## src/rtl/uart_rx_addr_filter.sv

```systemverilog
module uart_rx_addr_filter #(
  parameter int DATA_W  = 8,
  parameter int MIN_LEN = 5,
  parameter int LEN_W   = $clog2(DATA_W - MIN_LEN + 1)
) (
  input  logic              clk,
  input  logic              rst_n,
  input  logic              word_valid,
  input  logic [DATA_W-1:0] word_data,
  input  logic              word_bit9,
  input  logic              brk_pulse,
  input  logic [DATA_W-1:0] match_char,
  input  logic [LEN_W-1:0]  word_len,
  input  logic              addr_en,
  input  logic              addr_mode,
  input  logic              brk_sel,
  input  logic              flag_clr,
  input  logic              rd_ack,
  output logic [DATA_W-1:0] rx_buf,
  output logic              rx_ready,
  output logic              addr_flag,
  output logic              overrun,
  output logic              irq_rx,
  output logic              irq_addr
);

  logic [DATA_W-1:0] used_mask;
  logic after_brk, win;

  always_comb begin
    for (int i = 0; i < DATA_W; i++)
      used_mask[i] = (i < MIN_LEN + int'(word_len));
  end

  wire char_eq    = ((word_data ^ match_char) & used_mask) == '0;
  wire brk_mode   = addr_en & addr_mode & brk_sel;
  wire is_addr    = addr_en & (brk_mode ? after_brk : word_bit9);
  wire addr_hit   = !addr_mode ? 1'b1 : (brk_mode ? (char_eq | word_bit9) : char_eq);
  wire search_hit = !addr_en & addr_mode & char_eq;
  wire fwd        = !is_addr & (!addr_en | win);
  wire do_write   = word_valid & fwd & !addr_flag;
  wire do_ovr     = word_valid & fwd & addr_flag;
  wire set_flag   = word_valid & ((is_addr & addr_hit) | search_hit);

  always_ff @(posedge clk) begin
    if (!rst_n) begin
      rx_buf    <= '0;
      rx_ready  <= 1'b0;
      addr_flag <= 1'b0;
      overrun   <= 1'b0;
      irq_rx    <= 1'b0;
      irq_addr  <= 1'b0;
      after_brk <= 1'b0;
      win       <= 1'b0;
    end else begin
      if (do_write) rx_buf <= word_data | ~used_mask;
      if (word_valid && is_addr) win <= addr_hit;
      rx_ready  <= do_write | (rx_ready & !rd_ack);
      addr_flag <= set_flag | (addr_flag & !flag_clr);
      overrun   <= do_ovr | (overrun & !flag_clr);
      irq_rx    <= do_write;
      irq_addr  <= set_flag;
      after_brk <= brk_pulse | (after_brk & !word_valid);
    end
  end

endmodule

```

## config.mk

```make
export PLATFORM = sky130hd
export DESIGN_NAME = uart_rx_addr_filter
export DESIGN_NICKNAME = d
export VERILOG_FILES = /design/src/rtl/uart_rx_addr_filter.sv
export SDC_FILE = /design/constraint.sdc
export NUM_CORES = 1
export LEC_CHECK = 0
export ABC_AREA = 1
export BUFFER_PORTS_ARGS = -buffer_cell sky130_fd_sc_hd__buf_2
export CAP_MARGIN = 20
export CELL_PAD_IN_SITES_DETAIL_PLACEMENT = 0
export CELL_PAD_IN_SITES_GLOBAL_PLACEMENT = 1
export CORE_UTILIZATION = 29
export CTS_BUF_LIST = sky130_fd_sc_hd__clkbuf_16
export DETAILED_ROUTE_END_ITERATION = 6
export GPL_TIMING_DRIVEN = 0
export HOLD_SLACK_MARGIN = 0.03
export PLACE_DENSITY = 0.81
export SLEW_MARGIN = 20
export SYNTH_ARGS = -nofsm -noshare
export SYNTH_HDL_FRONTEND = slang
export SYNTH_SLANG_ARGS = --single-unit
```

## constraint.sdc

```tcl
create_clock -name clk -period 1.3 [get_ports clk]
set_clock_uncertainty 0.05 [all_clocks]
set_input_delay 0.26 -clock clk [delete_from_list [all_inputs] [get_ports clk]]
set_output_delay 0.26 -clock clk [all_outputs]
set_load 0.03 [all_outputs]
```

==> results list, run 1 <==
* Maximum number of pins on one net before global-route repair: 11
* Worst-Skew Late Latency: 0.24 ns
- CTS built an H-tree with a depth of 1.
- The via count of the first global-routing pass came to 691.
- For this run, the number of Yosys warnings is 0.
- Number of nets in the synthesized netlist: 138
- Full die area: 0.00287 sq mm
* CP Data Arrival Time: 0.96 ns
- Number of routed nets with antenna violations: 0
* Crit share post-route: 0.979
* Pwr/cell area: 1220 mW/mm^2
- Pin placement for this block handled 41 I/O pins.
- No sink is reached through more buffers than the 2 on the longest clock path.
- The first global-routing pass estimated 2.68 mm of wire.
- Initial Utilization: 0.308
* Width of the chip: 53.6 um
* Number of nets in the layout: 184
- Among cell families on the critical path, the largest total delay comes from flip-flops.
- Shortest clock period the worst path allows after layout: 1.27 ns
* Avg Synthesized Cell Area: 7.01 sq um
- Post-synthesis cell type with the largest combined area: dfxtp_1
- Dividing the detail-routed via count by the number of cells gives 4.23.
* Placed instance count: 180
- The detailed router placed 783 vias in this run.
- The number of antenna violations at the first check in global routing is 0.
- Setup repair after global routing left no endpoint under its margin.
- Of the post-synthesis cell area, the dominant cell type holds 0.390.
- Setup violation total in the final timing report: 0
- The first detailed-routing pass took 3 iterations.
- Cell types with the largest area share after synthesis: dfxtp_1 (39%), nand2_1 (12%), nor2_1 (8.8%), inv_1 (8.3%), xnor2_1 (5.7%)
- Combined buffer and inverter count along the critical path: 1
- Max transition margin: 0.820
* Netlist area before placement: 771 sq um
- Area added between synthesis and finish: 44.0%
- After the first detailed-routing iteration, the DRC count stood at 6.
- The share of total power dissipated in the clock network is 0.434.
* Summed area of non-filler cells in the final layout: 0.00111 sq mm
- TritonCTS created 3 clock buffers.
* Crit Path Class: reg -> out
- After legalization and detailed placement, the total HPWL measured 1.45 mm.
* Critical path peak fanout: 4
- For this block, the routed nets add up to 1.76 mm of wire.
- 0 antenna diodes ended up in the layout.
- The final max-slew violation count came to 0.
- CP Launch Type: flop
- The flow ran to the end, and the final reports show no timing, DRC or antenna violations.
- Leakage power: 0.612 nW
- Final RePlAce weighted congestion: 0.711
* Register bit count reported by yosys: 15
- For the worst setup path, the data required time is 0.99 ns.
- Clock tree synthesis found a total of 15 sinks.
- Total core area: 0.00250 sq mm
- Across the run, the number of max-cap violations was 0.
- Seq pwr share: 0.373
- Slew @ Worst Pin: 0.270 ns
* Crit-path slowest cell: dfxtp_1
* Cell area after placement: 0.00101 sq mm
* CTS tree: built
- Number of distinct library cells after synthesis: 17
* Overflow left after global routing: 0
- Of the cells placed in the final design, the portion with a size suffix greater than 1 is 0.368.
* Global-route total usage across every layer: 0.130
* Count of unresolved DRC violations after routing: 0
- Of the synthesized area, sequential elements account for 0.390.
* Net Sw Power: 0.350 mW
- Excluding fillers, the count of instances in the completed layout stands at 185.
- In this run the tool buffered the top-level ports with 40 buffer cells.
- Internal Pwr Total: 0.999 mW
- In this design, the stage delay of the slowest critical-path cell is 0.47 ns.
- Part of the total power dissipated in combinational logic: 0.193
- Peak supply drop: 0.600 mV
- Critical Path, Cell by Cell: buf_2
- Cts hold-fix bufs: 0
* Clock-pin slew reported for the worst setup and hold paths after clock tree synthesis: 0.05 ns
- Clock root buffer: clkbuf_16
- Counting every instance in the synthesized netlist gives 110.
- Static timing analysis puts the maximum clock frequency at 786 MHz.
- Crit. End Element: output port
- The final hold violation count is 0.
- The worst hold path belongs to the class in -> reg.
* FP Rows: 18
- Measured along the y axis, the die boundary spans 53.6 um.
- In the final routed layout, each cell accounts on average for 9.52 um.
- Net Sw Frac: 0.259
[worst min-delay path, delay by kind of cell]
family / cells / cell delay [ns]
AO/OA/AOI/OAI: 1 / 0.03
AND/OR/NAND/NOR: 1 / 0.07
buffers and inverters: 1 / 0.08
[power groups by stage]
stage | clock (mW) | combinational (mW) | sequential [mW]
final | 0.585 | 0.260 | 0.503
after global routing | 0.619 | 0.286 | 0.505
after CTS | 0.596 | 0.252 | 0.503
after detailed placement | 0 | 0.251 | 0.511
after global placement | 0 | 0.247 | 0.511
after floorplan | 0 | 0.110 | 0.557
[synthesized netlist by cell type]
cell type and instances:
nand2_1 25, nor2_1 18, inv_1 17, dfxtp_1 15, o21ai_0 7, nand3_1 5, xnor2_1 5, a21oi_1 4
a21oi_2 4, o21ai_2 3, buf_2 1, inv_4 1, nand2_2 1, nand2_4 1, nand4_1 1, nor2_8 1
o21ai_1 1
[layout make-up]
cell class / count / area, sq um
inverter: 18 / 70.1
tap: 30 / 37.5
timing repair buffer: 41 / 220
multi-input combinational: 76 / 398
clock inverter: 1 / 3.75
fill: 257 / 1390
buffer: 1 / 5.00
clock buffer: 3 / 75.1
sequential: 15 / 300
[what timing repair did]
item	4_1_cts	5_1_grt
setup buffers	0	1
resized for setup	0	1
setup endpoints to repair	0	5
[stage by stage]
| stage | worst slack (ns) | hold WS (ns) | TNS (ns) | utilization | power [mW] |
|---|---|---|---|---|---|
| 2_1_floorplan | 0.191 | 0.327 | 0 | - | 0.667 |
| 3_3_place_gp | -0.0463 | 0.412 | -0.277 | 0.403 | 0.758 |
| 3_5_place_dp | -0.0616 | 0.408 | -0.307 | 0.403 | 0.763 |
| 4_1_cts | 0.0294 | 0.191 | 0 | 0.435 | 1.35 |
| 5_1_grt | 0.00127 | 0.191 | 0 | 0.444 | 1.41 |
| 6_report | 0.0271 | 0.184 | 0 | 0.444 | 1.35 |
[metal layers]
metal / up-vias / routed length (um) / global-route usage
met2: 23 / 830 / 0.215
met4: 0 / 12 / 0.0789
met3: 2 / 96 / 0.0254
li1: 426 / - / -
met1: 332 / 823 / 0.154
met5: - / 0 / 0
[cells in the final DEF, fill, tap and decap left out]
| master | instances |
|---|---|
| a21oi_1 | 4 |
| nor2_8 | 1 |
| inv_4 | 1 |
| nand3_1 | 5 |
| clkbuf_16 | 3 |
| nand2_1 | 25 |
| dfxtp_1 | 15 |
| o21ai_1 | 1 |
| inv_1 | 18 |
| buf_2 | 41 |
| nand2_4 | 1 |
| o21ai_2 | 3 |
| nand4_1 | 1 |
| buf_12 | 1 |
| a21oi_2 | 4 |
| nor2_2 | 1 |
| o21ai_0 | 7 |
| xnor2_1 | 5 |
| nand2_2 | 1 |
| nor2_1 | 17 |
[sequential cells by signal, indices dropped and copies added, names as in the netlist]
signal	count
win	1
overrun	1
rx_ready	1
irq_rx	1
addr_flag	1
irq_addr	1
rx_buf	8
after_brk	1
[worst paths after layout]
| check | from | end | slack, ns | cells past startpoint |
|---|---|---|---|---|
| setup reg to reg | after_brk$_SDFF_PN0_ | rx_buf[5]$_SDFFE_PN0P_ | 0.10 | 6 |
| setup / recovery | addr_flag$_SDFF_PN0_ | addr_flag | 0.03 | 1 |
| hold reg to reg | rx_buf[7]$_SDFFE_PN0P_ | rx_buf[7]$_SDFFE_PN0P_ | 0.42 | 2 |
| hold / removal | brk_pulse | after_brk$_SDFF_PN0_ | 0.18 | 3 |
[logic make-up (layout without fill, tap and decap cells)]
kind of cell,Yosys count,in the layout,share of synthesized area
XOR/XNOR,5,5,0.0568
AO/OA/AOI/OAI,19,19,0.157
AND/OR/NAND/NOR,52,52,0.299
buffers and inverters,19,64,0.0974
flip-flops,15,15,0.390
Note: power is estimated with default switching activity, not from simulation.
==> run 2: changes to the inputs <==
- ABC_AREA: 1 -> not set
- CAP_MARGIN: 20 -> 5
- CORE_UTILIZATION: 29 -> 30
- PLACE_DENSITY: 0.81 -> 0.8
==> results list, run 2 <==
- The flow ran to the end, and the final reports show no timing, DRC or antenna violations.
* Post-Place Setup Slack: -0.228 ns
- Number of routed nets with antenna violations: 0
- Setup slack of the critical path after layout: 0.0414 ns
- For the pin with the worst max-slew slack, the measured transition is 0.383 ns.
- At the worst endpoint, the required time is 1.39 ns.
- Using the TritonRoute via totals, the vias-per-cell ratio works out to 4.61.
- Cell types with the largest area share after synthesis: dfxtp_1 (41%), mux2i_1 (6.8%), nor2_1 (5.6%), xnor2_1 (4.7%), xor2_1 (4.7%)
* Number of flip-flops in the largest register: 8
* Most common cell after layout, fill and taps aside: buf_2
* Worst hold slack after final layout: 0.177 ns
- After detailed routing, the number of remaining DRC violations is 0.
- Most flop-heavy register: rx_buf
* FP Rows: 17
* Seq pwr share: 0.372
* Post-synthesis cell type with the largest combined area: dfxtp_1
* CP Launch Type: primary input
- The synthesized netlist occupies a cell area of 741 sq um.
- Worst reg2reg path depth: 5
- Worst-Skew Late Latency: 0.24 ns
- Beginning of the worst register-to-register path: after_brk$_SDFF_PN0_
- For this run, the share of the core covered by cells in the final layout is 0.480.
- Dividing total power by cell area gives a power density of 1230 mW/mm^2.
- Fraction of final layout cells sized beyond drive strength 1: 0.492
* Post-synthesis instance total: 77
* Worst hold path startpoint: brk_pulse
- Initial antenna violation count: 0
* Final RePlAce weighted congestion: 0.696
- Of the total power, combinational logic draws 0.195.
- From bottom edge to top edge, the die measures 51.7 um.
- In the layout the commonest cells are buf_2 (41), dfxtp_1 (13), nor2_1 (11).
- Filler cells: 235
* Net Sw Power: 0.335 mW
- Number of distinct library cells after synthesis: 28
* DPL Wire Length: 1.23 mm
* Register area share after synthesis: 0.405
- Width of the chip: 51.7 um
- Most frequently used flop master after synthesis: dfxtp_1
- RSZ-0062 raised after global routing: no
* Hold Path Sink: after_brk$_SDFF_PN0_
- Share of total power in the clock network: 0.433
- Across the run, the number of max-cap violations was 0.
- Iteration-0 DRC Markers: 5
- Antenna fix cells: 0
- Clock-pin slew was measured on the worst setup and hold paths at 0.05 ns.
* Register bit count reported by yosys: 15
- Area added between synthesis and finish: 47.6%
- The min-delay analysis places its worst path in the category in -> reg.
- Summed over all cells, the static leakage comes to 0.524 nW.
* Reg-to-reg endpoint: rx_buf[6]$_SDFFE_PN0P_
- The root buffer cell chosen for the clock tree is clkbuf_16.
* List of most frequent post-synthesis cells: dfxtp_1 (15), nor2_1 (11), mux2i_1 (5)
- The final hold violation count came to 0.
- Initial Utilization: 0.325
- Summed area of non-filler cells in the final layout: 0.00109 sq mm
* Crit Path Class: in -> reg
- H-tree depth: 1
* Overflow left after global routing: 0
- Counting flops with an async set or reset pin after synthesis yields a share of 0.
* Internal Pwr Total: 1.01 mW
* Sinks on the clock net: 15
- Input and output buffers added on the ports amount to 40.
* Post-synth top area share: 0.405
- Number of CTS-inserted buffers: 3
- After the last flow step, the layout net total stands at 153.
- Critical path peak fanout: 2
- The via count of the first global-routing pass is 669.
* Achievable frequency: 795 MHz
* Average wire length per cell after detail routing: 10.8 um
- CP Data Arrival Time: 1.35 ns
- Avg Synthesized Cell Area: 9.62 sq um
- Net Sw Frac: 0.249
- The total area inside the core boundary comes to 0.00228 sq mm.
- Global-route total usage across every layer: 0.136
- The worst hold path was traced through 3 stages.
- Shortest clock period the worst path allows after layout: 1.26 ns
- TritonCTS built the clock tree.
- Maximum number of pins on one net before global-route repair: 11
* Register area: 303 sq um
* Synth Warn #: 0
* Full die area: 0.00267 sq mm
- First-pass GRT wire length: 2.67 mm
* Number of buffers between clock root and the deepest sink: 2
- Multi-input combinational cell area: 427 sq um
* First-pass detailed-route iteration total: 4
- Design Power: 1.34 mW
* Cell with the most instances after synthesis: dfxtp_1
* Cell area after placement: 981 sq um
* Number of primary I/O pins: 41
- Max-slew violations: 0
- Number of nets in the synthesized netlist: 105
- Setup slack of the worst register-to-register path: 0.08 ns
- Peak supply drop: 0.745 mV
* Detailed-route wire length: 1.65 mm
* Max transition margin: 0.743
- In this run, synthesis inferred 0 flip-flops with an integrated enable.
- Dividing the final minimum period by the clock period gives 0.968.
- Via Count: 700
- Crit. End Element: flop
- Setup violation total in the final timing report: 0
==> run 2: cell count changes in the layout (fill, tap and decap cells not counted), moves of 5 or more <==
cell,previous run,this run
nand2_1,25,3
inv_1,18,4
mux2i_1,0,5
nor2_1,17,11
o21ai_0,7,0
==> run 2: worst max-delay path by stage <==
stage / startpoint / endpoint / slack, ns / cells past startpoint
final: word_data[2] / win$_SDFFE_PN0P_ / 0.04 / 5
after global routing: word_data[2] / win$_SDFFE_PN0P_ / 0.005 / 5
after CTS: after_brk$_SDFF_PN0_ / rx_buf[3]$_SDFFE_PN0P_ / 0.0004 / 6
after detailed placement: addr_en / rx_buf[3]$_SDFFE_PN0P_ / -0.23 / 7
after global placement: addr_en / rx_buf[2]$_SDFFE_PN0P_ / -0.21 / 7
after floorplan: addr_en / rx_buf[1]$_SDFFE_PN0P_ / 0.03 / 6
==> run 2: logic make-up after synthesis <==
kind of cell | count (synthesis) | share of synthesized area
flip-flops | 15 | 0.405
buffers and inverters | 5 | 0.0355
AND/OR/NAND/NOR | 28 | 0.199
AO/OA/AOI/OAI | 16 | 0.198
XOR/XNOR | 8 | 0.0946
multiplexers | 5 | 0.0676
==> run 2: metal layers <==
layer | part of all wire | track usage | wire length, um
met4 | 0.013 | 0.0495 | 21
met1 | 0.42 | 0.164 | 691
met2 | 0.50 | 0.225 | 816
met5 | 0 | 0 | 0
met3 | 0.070 | 0.0439 | 115
==> run 2: layout make-up <==
class / instances / area share
buffer: 1 / 0.0103
clock buffer: 3 / 0.0686
clock inverter: 1 / 0.00343
inverter: 4 / 0.0137
multi-input combinational: 57 / 0.390
sequential: 15 / 0.277
tap: 28 / 0.0320
timing repair buffer: 43 / 0.205
==> run 2: worst max-delay path: stages <==
cell and delay (ns):
buf_2 0.11, xor2_1 0.15, nor3_1 0.36, a31oi_1 0.19, a311oi_1 0.29
==> run 2: metrics by stage <==
stage / TNS [ns] / std cells
after CTS: 0 / 152
after global routing: 0 / 152
after detailed placement: -1.71 / 145
after global placement: -1.55 / 145
final: 0 / 152
after floorplan: 0 / 77
==> run 2: timing repair <==
action,4_1_cts,5_1_grt
hold buffers,0,0
setup buffers,2,0
resized for setup,2,2
setup endpoints to repair,6,7
pin swaps,3,2
gates cloned,1,0
==> run 2: power groups by stage <==
stage | Clock, mW | Combinational (mW) | Sequential, mW
finish | 0.582 | 0.262 | 0.500
global route | 0.608 | 0.282 | 0.502
CTS | 0.587 | 0.262 | 0.500
detailed placement | 0 | 0.250 | 0.507
global placement | 0 | 0.245 | 0.507
floorplan | 0 | 0.114 | 0.549
